==> config.mk <==
export PLATFORM = sky130hd
export DESIGN_NAME = segbase_swap_unit
export DESIGN_NICKNAME = d
export VERILOG_FILES = /design/src/rtl/segswap_pkg.sv /design/src/rtl/swap_fault_check.sv /design/src/rtl/cfg_access_check.sv /design/src/rtl/base_pair_regs.sv /design/src/rtl/segbase_swap_unit.sv
export SDC_FILE = /design/constraint.sdc
export NUM_CORES = 1
export LEC_CHECK = 0
export BUFFER_PORTS_ARGS = -buffer_cell sky130_fd_sc_hd__buf_2
export CORE_MARGIN = 4
export CORE_UTILIZATION = 54
export CTS_CLUSTER_SIZE = 25
export DETAILED_ROUTE_END_ITERATION = 12
export PLACE_DENSITY = 0.95
export SLEW_MARGIN = 20
export SYNTH_ARGS = -nofsm -noshare
export SYNTH_HDL_FRONTEND = slang
export SYNTH_SLANG_ARGS = --single-unit
export TNS_END_PERCENT = 30
==> constraint.sdc <==
create_clock -name clk -period 5.1 [get_ports clk]
set_input_delay 0.51 -clock clk [delete_from_list [all_inputs] [get_ports clk]]
set_output_delay 0.51 -clock clk [all_outputs]
set_load 0.01 [all_outputs]
==> src/rtl/segswap_pkg.sv <==
// Package segswap_pkg
// Holds the constants and types shared by the segment base swap unit:
// the opcode byte values, the address of the shadow register, and the
// fault classification. Assumes opcode bytes arrive first byte lowest.
package segswap_pkg;

    localparam int OPC_LEN = 3;
    localparam logic [7:0] OPC_BYTE0 = 8'h0F;
    localparam logic [7:0] OPC_BYTE1 = 8'h01;
    localparam logic [7:0] OPC_BYTE2 = 8'hF8;

    localparam logic [31:0] SHADOW_CFG_ADDR = 32'hC000_0102;

    typedef enum logic [1:0] {
        FLT_NONE  = 2'd0,
        FLT_UNDEF = 2'd1,
        FLT_PROT  = 2'd2
    } fault_e;

    // Expected opcode byte for a lane index.
    function automatic logic [7:0] opc_byte(input int idx);
        case (idx)
            0:       return OPC_BYTE0;
            1:       return OPC_BYTE1;
            default: return OPC_BYTE2;
        endcase
    endfunction

endpackage

==> src/rtl/swap_fault_check.sv <==
// Module swap_fault_check
// Decodes the swap opcode and classifies the request.
// Mode, event-delivery and lock-prefix conditions give an
// illegal-instruction fault. The privilege check comes after them.
// Purely combinational. Assumes the caller registers the results.
module swap_fault_check
    import segswap_pkg::*;
#(
    parameter int PRIV_W = 2
) (
    input  logic                 instr_valid,
    input  logic [OPC_LEN*8-1:0] instr_bytes,
    input  logic                 instr_lock,
    input  logic                 mode_long64,
    input  logic                 evt_deliv_en,
    input  logic [PRIV_W-1:0]    cpl,
    output logic                 instr_hit,
    output fault_e               instr_fault,
    output logic                 swap_go
);

    logic [OPC_LEN-1:0] lane_ok;

    // One comparator per opcode byte lane.
    for (genvar gi = 0; gi < OPC_LEN; gi++) begin : g_lane
        assign lane_ok[gi] = (instr_bytes[gi*8 +: 8] == opc_byte(gi));
    end

    // Recognition and the layered fault classification.
    always_comb begin
        instr_hit = instr_valid && (&lane_ok);
        if (!mode_long64 || evt_deliv_en || instr_lock) begin
            instr_fault = FLT_UNDEF;
        end else if (cpl != '0) begin
            instr_fault = FLT_PROT;
        end else begin
            instr_fault = FLT_NONE;
        end
        swap_go = instr_hit && (instr_fault == FLT_NONE);
    end

endmodule

==> src/rtl/cfg_access_check.sv <==
// Module cfg_access_check
// Matches configuration accesses to the shadow base register, gates
// them on privilege level zero, and rejects non-canonical write data.
// An address is canonical when bits DATA_W-1 down to VA_BITS-1 all
// match. Assumes an instruction in the same cycle wins (cfg_block).
module cfg_access_check
    import segswap_pkg::*;
#(
    parameter int ADDR_W  = 32,
    parameter int DATA_W  = 64,
    parameter int VA_BITS = 48,
    parameter int PRIV_W  = 2
) (
    input  logic              cfg_valid,
    input  logic              cfg_write,
    input  logic [ADDR_W-1:0] cfg_addr,
    input  logic [DATA_W-1:0] cfg_wdata,
    input  logic [PRIV_W-1:0] cpl,
    input  logic              cfg_block,
    output logic              cfg_hit,
    output fault_e            cfg_fault,
    output logic              wr_go,
    output logic              rd_go
);

    localparam int UPPER_W = DATA_W - VA_BITS + 1;

    logic [UPPER_W-1:0] upper_bits;
    logic               canonical;

    assign upper_bits = cfg_wdata[DATA_W-1:VA_BITS-1];

    // Canonical form: the upper bits are all ones or all zeros.
    always_comb begin
        canonical = (&upper_bits) || !(|upper_bits);
    end

    // Address match, privilege gate and data check.
    always_comb begin
        cfg_hit = cfg_valid && !cfg_block &&
                  (cfg_addr == SHADOW_CFG_ADDR[ADDR_W-1:0]);
        if (cpl != '0) begin
            cfg_fault = FLT_PROT;
        end else if (cfg_write && !canonical) begin
            cfg_fault = FLT_PROT;
        end else begin
            cfg_fault = FLT_NONE;
        end
        wr_go = cfg_hit && cfg_write  && (cfg_fault == FLT_NONE);
        rd_go = cfg_hit && !cfg_write && (cfg_fault == FLT_NONE);
    end

endmodule

==> src/rtl/base_pair_regs.sv <==
// Module base_pair_regs
// Holds the active and shadow base registers. A swap exchanges them
// at one edge. A configuration write loads the shadow only.
// Assumes swap_go and wr_go are never high together (the caller
// arbitrates). Synchronous active-low reset clears both registers.
module base_pair_regs #(
    parameter int DATA_W = 64
) (
    input  logic              clk,
    input  logic              rst_n,
    input  logic              swap_go,
    input  logic              wr_go,
    input  logic [DATA_W-1:0] wr_data,
    output logic [DATA_W-1:0] active_q,
    output logic [DATA_W-1:0] shadow_q
);

    // Register update: reset, exchange, or shadow load.
    always_ff @(posedge clk) begin
        if (!rst_n) begin
            active_q <= '0;
            shadow_q <= '0;
        end else if (swap_go) begin
            active_q <= shadow_q;
            shadow_q <= active_q;
        end else if (wr_go) begin
            shadow_q <= wr_data;
        end
    end

    AST_SWAP_EXCHANGES: assert property (@(posedge clk) disable iff (!rst_n)
        swap_go |=> (active_q == $past(shadow_q)) && (shadow_q == $past(active_q)));

    AST_WRITE_LOADS_SHADOW: assert property (@(posedge clk) disable iff (!rst_n)
        wr_go |=> (shadow_q == $past(wr_data)) && $stable(active_q));

    AST_IDLE_HOLDS: assert property (@(posedge clk) disable iff (!rst_n)
        (!swap_go && !wr_go) |=> $stable(active_q) && $stable(shadow_q));

endmodule

==> src/rtl/segbase_swap_unit.sv <==
// Module segbase_swap_unit
// Top of the segment base swap unit. It joins the instruction fault
// check, the configuration access check and the register pair, and
// registers the completion, fault and read-data outputs one cycle
// after the request. Assumes the inputs are synchronous to clk.
module segbase_swap_unit
    import segswap_pkg::*;
#(
    parameter int DATA_W  = 64,
    parameter int ADDR_W  = 32,
    parameter int VA_BITS = 48,
    parameter int PRIV_W  = 2
) (
    input  logic                 clk,
    input  logic                 rst_n,
    input  logic                 instr_valid,
    input  logic [OPC_LEN*8-1:0] instr_bytes,
    input  logic                 instr_lock,
    input  logic                 mode_long64,
    input  logic                 evt_deliv_en,
    input  logic [PRIV_W-1:0]    cpl,
    input  logic                 cfg_valid,
    input  logic                 cfg_write,
    input  logic [ADDR_W-1:0]    cfg_addr,
    input  logic [DATA_W-1:0]    cfg_wdata,
    output logic [DATA_W-1:0]    seg_base,
    output logic [DATA_W-1:0]    cfg_rdata,
    output logic                 done,
    output logic                 undef_fault,
    output logic                 prot_fault
);

    logic        instr_hit;
    fault_e      instr_fault;
    logic        swap_go;
    logic        cfg_hit;
    fault_e      cfg_fault;
    logic        wr_go;
    logic        rd_go;
    fault_e      op_fault;
    logic        op_hit;
    logic [DATA_W-1:0] shadow_q;

    swap_fault_check #(.PRIV_W(PRIV_W)) u_fault (
        .instr_valid  (instr_valid),
        .instr_bytes  (instr_bytes),
        .instr_lock   (instr_lock),
        .mode_long64  (mode_long64),
        .evt_deliv_en (evt_deliv_en),
        .cpl          (cpl),
        .instr_hit    (instr_hit),
        .instr_fault  (instr_fault),
        .swap_go      (swap_go)
    );

    cfg_access_check #(
        .ADDR_W  (ADDR_W),
        .DATA_W  (DATA_W),
        .VA_BITS (VA_BITS),
        .PRIV_W  (PRIV_W)
    ) u_cfg (
        .cfg_valid (cfg_valid),
        .cfg_write (cfg_write),
        .cfg_addr  (cfg_addr),
        .cfg_wdata (cfg_wdata),
        .cpl       (cpl),
        .cfg_block (instr_hit),
        .cfg_hit   (cfg_hit),
        .cfg_fault (cfg_fault),
        .wr_go     (wr_go),
        .rd_go     (rd_go)
    );

    base_pair_regs #(.DATA_W(DATA_W)) u_regs (
        .clk      (clk),
        .rst_n    (rst_n),
        .swap_go  (swap_go),
        .wr_go    (wr_go),
        .wr_data  (cfg_wdata),
        .active_q (seg_base),
        .shadow_q (shadow_q)
    );

    // Select the fault of whichever operation was accepted this cycle.
    always_comb begin
        op_hit   = instr_hit || cfg_hit;
        op_fault = instr_hit ? instr_fault : (cfg_hit ? cfg_fault : FLT_NONE);
    end

    // Register the completion and fault outputs.
    always_ff @(posedge clk) begin
        if (!rst_n) begin
            done        <= 1'b0;
            undef_fault <= 1'b0;
            prot_fault  <= 1'b0;
        end else begin
            done        <= op_hit;
            undef_fault <= op_hit && (op_fault == FLT_UNDEF);
            prot_fault  <= op_hit && (op_fault == FLT_PROT);
        end
    end

    // Capture the shadow value on an accepted read.
    always_ff @(posedge clk) begin
        if (!rst_n) begin
            cfg_rdata <= '0;
        end else if (rd_go) begin
            cfg_rdata <= shadow_q;
        end
    end

    AST_ONE_FAULT_MAX: assert property (@(posedge clk) disable iff (!rst_n)
        $onehot0({undef_fault, prot_fault}));

    AST_FAULT_WITH_DONE: assert property (@(posedge clk) disable iff (!rst_n)
        (undef_fault || prot_fault) |-> done);

    AST_FAULT_NO_UPDATE: assert property (@(posedge clk) disable iff (!rst_n)
        (undef_fault || prot_fault) |-> $stable(seg_base) && $stable(shadow_q));

    AST_UNDEF_BEATS_PROT: assert property (@(posedge clk) disable iff (!rst_n)
        (instr_hit && !mode_long64 && (cpl != '0)) |=> undef_fault && !prot_fault);

    AST_BAD_OPCODE_QUIET: assert property (@(posedge clk) disable iff (!rst_n)
        (instr_valid && !instr_hit && !cfg_valid) |=> !done && $stable(seg_base));

    AST_LOW_PRIV_CFG_FAULT: assert property (@(posedge clk) disable iff (!rst_n)
        (cfg_hit && (cpl != '0)) |=> prot_fault && $stable(cfg_rdata));

endmodule

-- After elaboration in Yosys (flattened, before gate mapping)
Index checks and enable logic that the tools add are counted.
- register bits after elaboration: 195
- bits of input ports: 130
- output and inout port bits: 131
- word-level logic and storage cells: 47
- equality and inequality tests: 6
- mux-type cells: 8
- reductions and logical operators: 27
- operator list (operator ; count):
    two-way mux 64 bit ; 2
    == test 32 bit (second input constant) ; 1
    AND reduction 17 bit ; 1
    OR reduction 17 bit ; 1
    two-way mux 2 bit ; 6
    logical AND 1 bit ; 11
    == test 8 x 1 -> 1 bit (second input constant) ; 1
    == test 8 x 4 -> 1 bit (second input constant) ; 1
    == test 8 bit (second input constant) ; 1
    zero test 1 bit ; 5
    zero test 2 bit ; 2
    logical OR 1 bit ; 4
    nonzero test 2 bit ; 2
    AND reduction 3 bit ; 1
    == test 2 x 1 -> 1 bit (second input constant) ; 1
    == test 2 bit (second input constant) ; 1

-- Logic depth before layout (Yosys ltp)
Gate-level depths: netlist (run 1).
- depth in word-level cells: 11
- depth in mapped cells: 9
- gate-level depth less buffers: 6

-- Modules after synthesis
Synthesis (run 1) repeated with hierarchy kept, for this count alone.
- cells, all modules: 760
- area, all modules: 8789.7 um^2
- by module, submodules not included (module ; times used ; cells an instance ; area an instance (um^2) ; seq. area each (um^2)):
    base_pair_regs ; 1 ; 490 ; 5846.9 ; 2562.5
    segbase_swap_unit ; 1 ; 220 ; 2608.8 ; 1341.3
    cfg_access_check ; 1 ; 36 ; 216.5 ; 0.0
    swap_fault_check ; 1 ; 14 ; 117.6 ; 0.0

-- Worst setup path after synthesis (run 1)
No wires, ideal clock.
- kind: in2reg
- start point: input instr_bytes[5]
- end point: register u_regs.shadow_q[51]
- setup time: 119 ps
- arrival time: 2307 ps
- required time: 4981 ps
- path slack: 2673 ps
- stages on the path: 7
- buffers on the path: 2
- cells stage by stage: or4b_4 -> or4_1 -> clkbuf_2 -> and2_4 -> a41oi_4 -> buf_6 -> a21oi_1
- cells in the longest elaborated chain, start to end: 9
- elaborated cells between the ends (all ways): 11
- classes of those cells: eq/ne: 1; mux: 1; reduce/logical: 9
- ends and longest elaborated chain (item ; RTL line ; source):
    start, declared ; segbase_swap_unit.sv:17 ; input logic [OPC_LEN*8-1:0] instr_bytes,
    == test 8 x 4 -> 1 bit (*) ; swap_fault_check.sv:26 ; assign lane_ok[gi] = (instr_bytes[gi*8 +: 8] == opc_byte(gi));
    AND reduction 3 bit (*) ; swap_fault_check.sv:31 ; instr_hit = instr_valid && (&lane_ok);
    logical AND 1 bit (*) ; swap_fault_check.sv:31 ;
    zero test 1 bit ; cfg_access_check.sv:40 ; cfg_hit = cfg_valid && !cfg_block &&
    logical AND 1 bit (2 in a row) ; cfg_access_check.sv:40 ;
    logical AND 1 bit (2 in a row) ; cfg_access_check.sv:49 ; wr_go = cfg_hit && cfg_write && (cfg_fault == FLT_NONE);
    nonzero test 2 bit (no source line) ; -- ;
    end signal, assigned ; base_pair_regs.sv:25 ; shadow_q <= active_q;
    end signal, assigned ; base_pair_regs.sv:27 ; shadow_q <= wr_data;
    end, declared ; base_pair_regs.sv:15 ; output logic [DATA_W-1:0] shadow_q
Mark *: on every way between the ends. The rest lies on a longest branch, timed or not.
A chain may end at the register's enable or synchronous reset.

-- Worst setup path in the final report (run 1)
- start point: input instr_bytes[5]
- end point: register u_regs.active_q[39]
- cells in the longest elaborated chain, start to end: 4
- ends and longest elaborated chain (item ; RTL line ; source):
    == test 8 x 4 -> 1 bit ; swap_fault_check.sv:26 ;
    AND reduction 3 bit ; swap_fault_check.sv:31 ;
    logical AND 1 bit ; swap_fault_check.sv:31 ;
    logical AND 1 bit ; swap_fault_check.sv:39 ; swap_go = instr_hit && (instr_fault == FLT_NONE);
    end signal, assigned ; base_pair_regs.sv:24 ; active_q <= shadow_q;
    end, declared ; base_pair_regs.sv:14 ; output logic [DATA_W-1:0] active_q,
Every way passes these cells.

==> results.sh, run 1 <==
export IMPL_synth_cell_type_count=33
export IMPL_layout_nets=1292
export IMPL_min_period_ps=3120
export IMPL_rr_worst_depth=2
export IMPL_cp_cell_sequence="buf_2 > or4b_4 > nor4_1 > and3_2 > buf_4 > nand2_1 > a21boi_0"
export IMPL_start_util=0.554
export IMPL_maxCapViolCount=0
export IMPL_p_per_area_nw_per_um2=308
export IMPL_nFillCells=1125
export IMPL_dieArea_um2=16300
export IMPL_final_cell_mix="nand2_1, buf_2, dfxtp_1, a21boi_0, o21ai_0"
export IMPL_numCtsBuffers=17
export IMPL_outcome="complete, no violations"
export IMPL_synth_xor_area_frac=0
export IMPL_synthCells=946
export IMPL_vias=7484
export IMPL_cp_max_fo=41
export IMPL_yosys_area_top_type="dfxtp_1"
export IMPL_numPortBuffers=260
export IMPL_cp_slowest_cell="and3_2"
export IMPL_clk_pin_slew_worst_paths_ps=70
export IMPL_vdd_ir_drop_max_uv=217
export IMPL_power_frac_comb=0.036
export IMPL_cts_tree="built"
export IMPL_path_buf_inv=2
export IMPL_min_path_type="in -> reg"
export IMPL_synth_top_family_by_area="compound AO/OA/AOI/OAI gates"
export IMPL_grt_pass1_vias=7209
export IMPL_r2r_end="cfg_rdata[42]$_SDFFE_PN0P_"
export IMPL_area_delta_synth_final_pct=23.2
export IMPL_fin_setup_tns_ps=0
export IMPL_synth_cell_area_um2=7760
export IMPL_maxSlewHeadroom=0.284
export IMPL_skew_ps=9.50
export IMPL_synth_adder_area_share=0
export IMPL_async_flop_share=0
export IMPL_clockBufferDepth=2
export IMPL_grt_overflow_total=0
export IMPL_synth_ff_type="dfxtp_1"
export IMPL_startpoint_type="input pin"
export IMPL_ctsResizeCount=0
export IMPL_first_pass_iters=6
export IMPL_wl_per_cell_um=16.0
export IMPL_via_per_inst=5.53
export IMPL_insertion_delay_ps=430
export IMPL_clockRootBuffer="clkbuf_16"
export IMPL_p_switching_mw=0.624
export IMPL_sequentialPowerShare=0.518
export IMPL_ys_seq_area_frac=0.503
export IMPL_ys_seq_elements=195
export IMPL_cp_startpoint="instr_bytes[5]"
export IMPL_r2r_start="u_regs.shadow_q[42]$_SDFFE_PN0P_"
export IMPL_avgSynthCellArea_um2=8.20
export IMPL_drive_gt1_frac=0.264
export IMPL_pin_count=261
export IMPL_leakage_nw=3.75
export IMPL_yosysWarningCount=0
export IMPL_gp_congestion=0.889
export IMPL_cts_sinks=195
export IMPL_crit_path_end_kind="flip-flop"
export IMPL_grt_max_degree=125
export IMPL_hold_viol=0
export IMPL_synth_compound_area_frac=0.223
export IMPL_reg2reg_slack_ps=4300
export IMPL_grt_pass1_wl_mm=34.3
export IMPL_drt_drc_violations_left=0
export IMPL_dieWidth_um=128
export IMPL_hpwl_mm=14.5
export IMPL_cts_hold_buf=0
export IMPL_cts_setup_buffers=0
export IMPL_drt_iter0_markers=571
export IMPL_critPathTopFamily="simple AND/OR/NAND/NOR gates"
export IMPL_worstMarginPinSlew_ps=1070
export IMPL_synth_top_cell_area_share=0.503
export IMPL_fmax_ghz=0.321
export IMPL_crit_required_ps=5440
export IMPL_critical_path_arrival_ps=3460
export IMPL_power_mw=2.94
export IMPL_p_sw_frac=0.212
export IMPL_cp_depth=7
export IMPL_finalSetupViolCount=0
export IMPL_syn_nets=1076
export IMPL_netlist_top_cells_area="dfxtp_1, nand2_1, a21boi_0"
export IMPL_synthMuxAreaShare=0
export IMPL_clockPowerShare=0.446
export IMPL_cts_max_level=4
export IMPL_p_int_mw=2.32
export IMPL_cpPeakStageDelay_ps=950
export IMPL_grt_usage=0.258
export IMPL_diodes=0
export IMPL_synth_simple_area_share=0.220
export IMPL_synth_edf_count=0
export IMPL_core_um2=14000
export IMPL_critPathKind="in -> reg"
export IMPL_min_period_over_period=0.611
export IMPL_die_h_um=128
export IMPL_rows=43
export IMPL_grt_setup_unrepaired="no"
export IMPL_postRouteAntennaNets=0
export IMPL_drt_total_wl_mm=21.6
export IMPL_grt_antenna_before_repair=0
export IMPL_report_final_slew_viol_count=0
export IMPL_mostFrequentLayoutCell="nand2_1"
export IMPL_crit_end="u_regs.active_q[39]$_SDFFE_PN0N_"
## stage by stage
stage | instance area, um^2 | instances | hold slack [ps] | worst slack (ps) | util
global route | 9560 | 1354 | 342 | 1810 | 0.683
detailed placement | 8960 | 1322 | 456 | 1600 | 0.641
floorplan | 7760 | 946 | 444 | 2670 | -
global placement | 8960 | 1322 | 448 | 1690 | 0.641
CTS | 9540 | 1353 | 334 | 2000 | 0.682
finish | 9560 | 1354 | 343 | 1980 | 0.683
## state kept, by name, summed over array words and instances, names as in the netlist
name,count
undef_fault,1
prot_fault,1
u_regs.shadow_q,64
u_regs.active_q,64
cfg_rdata,64
done,1
## tightest hold or removal path, cell delays in order
cell and delay [ps]:
buf_2 100, nand2_1 50, a31oi_1 70
## cell families after synthesis
family	count (synthesis)
AO/OA/AOI/OAI	261
AND/OR/NAND/NOR	417
buffers and inverters	73
flip-flops	195
## layer usage
metal  GRT usage  up-vias  part of all wire
li1            -     3609                 -
met1       0.309     3492              0.40
met2       0.440      342              0.49
met3      0.0713       41             0.086
met4      0.0993        0             0.021
met5           0        -                 0
## cell usage after synthesis, types with 5 or more instances
library cell  number
nand2_1          369
dfxtp_1          195
a21boi_0         128
o21ai_0           64
a31oi_1           49
clkbuf_1          34
buf_2             24
a21oi_1           16
nor4_1            12
buf_6             11
nand4_1            6
nand3_1            5
nor2_1             5
## final cells by class
type	count	area [um^2]	area share
tap	180	225	0.0236
sequential	195	3900	0.409
clock buffer	20	447	0.0467
multi-input combinational	678	3460	0.362
clock inverter	11	128	0.0134
timing repair buffer	270	1390	0.146
## how the worst min path moves through the flow
stage                                startpoint                          endpoint  slack, ps  cells past startpoint
2_1_floorplan  u_regs.shadow_q[61]$_SDFFE_PN0P_  u_regs.shadow_q[61]$_SDFFE_PN0P_        440                      2
3_3_place_gp         cfg_rdata[28]$_SDFFE_PN0P_        cfg_rdata[28]$_SDFFE_PN0P_        450                      2
3_5_place_dp         cfg_rdata[30]$_SDFFE_PN0P_        cfg_rdata[30]$_SDFFE_PN0P_        460                      2
4_1_cts                           cfg_wdata[10]  u_regs.shadow_q[10]$_SDFFE_PN0P_        330                      3
5_1_grt                            cfg_wdata[5]   u_regs.shadow_q[5]$_SDFFE_PN0P_        340                      3
6_report                          cfg_wdata[10]  u_regs.shadow_q[10]$_SDFFE_PN0P_        340                      3
## power by group through the flow
stage	Sequential (mW)	Clock [mW]	Combinational, mW
floorplan	1.56	0	0.0439
global placement	1.56	0	0.103
detailed placement	1.56	0	0.104
CTS	1.52	1.32	0.104
global route	1.52	1.39	0.116
finish	1.52	1.31	0.106
No activity file was read; power rests on OpenSTA's default activity.
==> run 2: changes to the inputs <==
- CORE_UTILIZATION: 54 -> 50
- PLACE_DENSITY: 0.95 -> 0.91
- clock period: 5.1 -> 3.15 ns (I/O delays scaled with it)
==> results.sh, run 2 (synthesis gave the netlist of run 1 again) <==
export IMPL_cp_depth=7
export IMPL_cts_tree="built"
export IMPL_first_pass_iters=5
export IMPL_pin_count=261
export IMPL_rows=45
export IMPL_maxCapViolCount=0
export IMPL_min_path_type="in -> reg"
export IMPL_cp_slowest_cell="or4_1"
export IMPL_grt_pass1_wl_mm=33.4
export IMPL_final_cell_mix="nand2_1, buf_2, dfxtp_1, a21boi_0, o21ai_0"
export IMPL_cp_max_fo=16
export IMPL_cts_sinks=195
export IMPL_cts_hold_buf=0
export IMPL_startpoint_type="input pin"
export IMPL_reg2reg_slack_ps=2390
export IMPL_worstMarginPinSlew_ps=1030
export IMPL_grt_max_degree=93
export IMPL_drive_gt1_frac=0.268
export IMPL_r2r_end="u_regs.shadow_q[54]$_SDFFE_PN0P_"
export IMPL_postRouteAntennaNets=0
export IMPL_drt_total_wl_mm=21.0
export IMPL_dieWidth_um=133
export IMPL_numPortBuffers=260
export IMPL_cpPeakStageDelay_ps=710
export IMPL_start_util=0.510
export IMPL_clockRootBuffer="clkbuf_16"
export IMPL_vdd_ir_drop_max_uv=372
export IMPL_cts_setup_buffers=0
export IMPL_nFillCells=1258
export IMPL_core_um2=15200
export IMPL_grt_overflow_total=0
export IMPL_ctsResizeCount=0
export IMPL_vias=7348
export IMPL_die_h_um=133
export IMPL_skew_ps=8.03
export IMPL_min_period_ps=2310
export IMPL_cp_startpoint="instr_bytes[11]"
export IMPL_fin_cells=1368
export IMPL_clockBufferDepth=2
export IMPL_numCtsBuffers=17
export IMPL_report_final_slew_viol_count=0
export IMPL_p_per_area_nw_per_um2=499
export IMPL_crit_path_end_kind="flip-flop"
export IMPL_leakage_nw=3.80
export IMPL_grt_pass1_vias=6935
export IMPL_mostFrequentLayoutCell="nand2_1"
export IMPL_critical_path_arrival_ps=2580
export IMPL_finalSetupViolCount=0
export IMPL_via_per_inst=5.37
export IMPL_drt_drc_violations_left=0
export IMPL_drt_iter0_markers=525
export IMPL_reg_top3="cfg_rdata (64), u_regs.active_q (64), u_regs.shadow_q (64)"
export IMPL_hold_viol=0
export IMPL_maxSlewHeadroom=0.310
export IMPL_r2r_start="u_regs.active_q[54]$_SDFFE_PN0N_"
export IMPL_crit_end="u_regs.shadow_q[54]$_SDFFE_PN0P_"
export IMPL_fin_hold_ws_ps=151
export IMPL_dp_cells=1335
export IMPL_outcome="complete, no violations"
export IMPL_clk_pin_slew_worst_paths_ps=70
export IMPL_path_buf_inv=1
export IMPL_area_delta_synth_final_pct=24.1
export IMPL_hpwl_mm=13.9
export IMPL_grt_usage=0.229
export IMPL_power_mw=4.80
export IMPL_fmax_ghz=0.433
export IMPL_cp_cell_sequence="buf_2 > nor4b_1 > nand4_1 > or4_1 > and2_4 > a41oi_4 > a21oi_1"
export IMPL_crit_required_ps=3420
export IMPL_critPathTopFamily="simple AND/OR/NAND/NOR gates"
export IMPL_grt_setup_unrepaired="no"
export IMPL_insertion_delay_ps=420
export IMPL_gp_congestion=0.849
export IMPL_grt_antenna_before_repair=1
export IMPL_fin_util=0.633
export IMPL_fin_setup_tns_ps=0
export IMPL_layout_nets=1296
export IMPL_wl_per_cell_um=15.4
export IMPL_dieArea_um2=17600
export IMPL_rr_worst_depth=2
export IMPL_critPathKind="in -> reg"
export IMPL_cts_max_level=4
export IMPL_min_period_over_period=0.733
## run 2: power breakdown
| group | switching [mW] | total (mW) | internal (mW) |
|---|---|---|---|
| Combinational | 0.0789 | 0.174 | 0.0954 |
| Sequential | 0.00000000182 | 2.46 | 2.46 |
| Clock | 0.945 | 2.16 | 1.22 |
| Total | 1.02 | 4.80 | 3.77 |
## run 2: worst reg2reg max path: cells and delay by family (launching register included)
kind,cells,cell delay [ps]
flip-flops,1,340
AO/OA/AOI/OAI,2,270
## run 2: layout make-up
cell class	instances	area [um^2]	area share
clock inverters	12	129	0.0134
well taps	188	235	0.0244
clock buffers	20	457	0.0475
repair buffers	274	1430	0.149
multi-input cells	678	3460	0.360
flip-flops and latches	195	3900	0.406
diodes	1	2.50	0.000260
## run 2: per-stage QoR
stage | cell area (um^2) | setup slack, ps
global placement | 9030 | 511
global route | 9620 | 660
floorplan | 7760 | 918
finish | 9620 | 840
detailed placement | 9030 | 408
CTS | 9620 | 838
## run 2: metal layers
metal / vias to the layer above / GRT usage / wire [um]
met2: 281 / 0.385 / 10200
met3: 29 / 0.0650 / 1680
met4: 0 / 0.0693 / 291
met5: - / 0 / 0
li1: 3626 / - / -
met1: 3412 / 0.286 / 8830
## run 2: how the worst min path moves through the flow
stage | slack, ps | end | from | cells past startpoint
final | 150 | u_regs.shadow_q[39]$_SDFFE_PN0P_ | cfg_wdata[39] | 3
after global routing | 140 | u_regs.shadow_q[39]$_SDFFE_PN0P_ | cfg_wdata[39] | 3
after CTS | 130 | u_regs.shadow_q[39]$_SDFFE_PN0P_ | cfg_wdata[39] | 3
after detailed placement | 450 | cfg_rdata[46]$_SDFFE_PN0P_ | cfg_rdata[46]$_SDFFE_PN0P_ | 2
after global placement | 450 | cfg_rdata[35]$_SDFFE_PN0P_ | cfg_rdata[35]$_SDFFE_PN0P_ | 2
after floorplan | 440 | u_regs.shadow_q[61]$_SDFFE_PN0P_ | u_regs.shadow_q[61]$_SDFFE_PN0P_ | 2
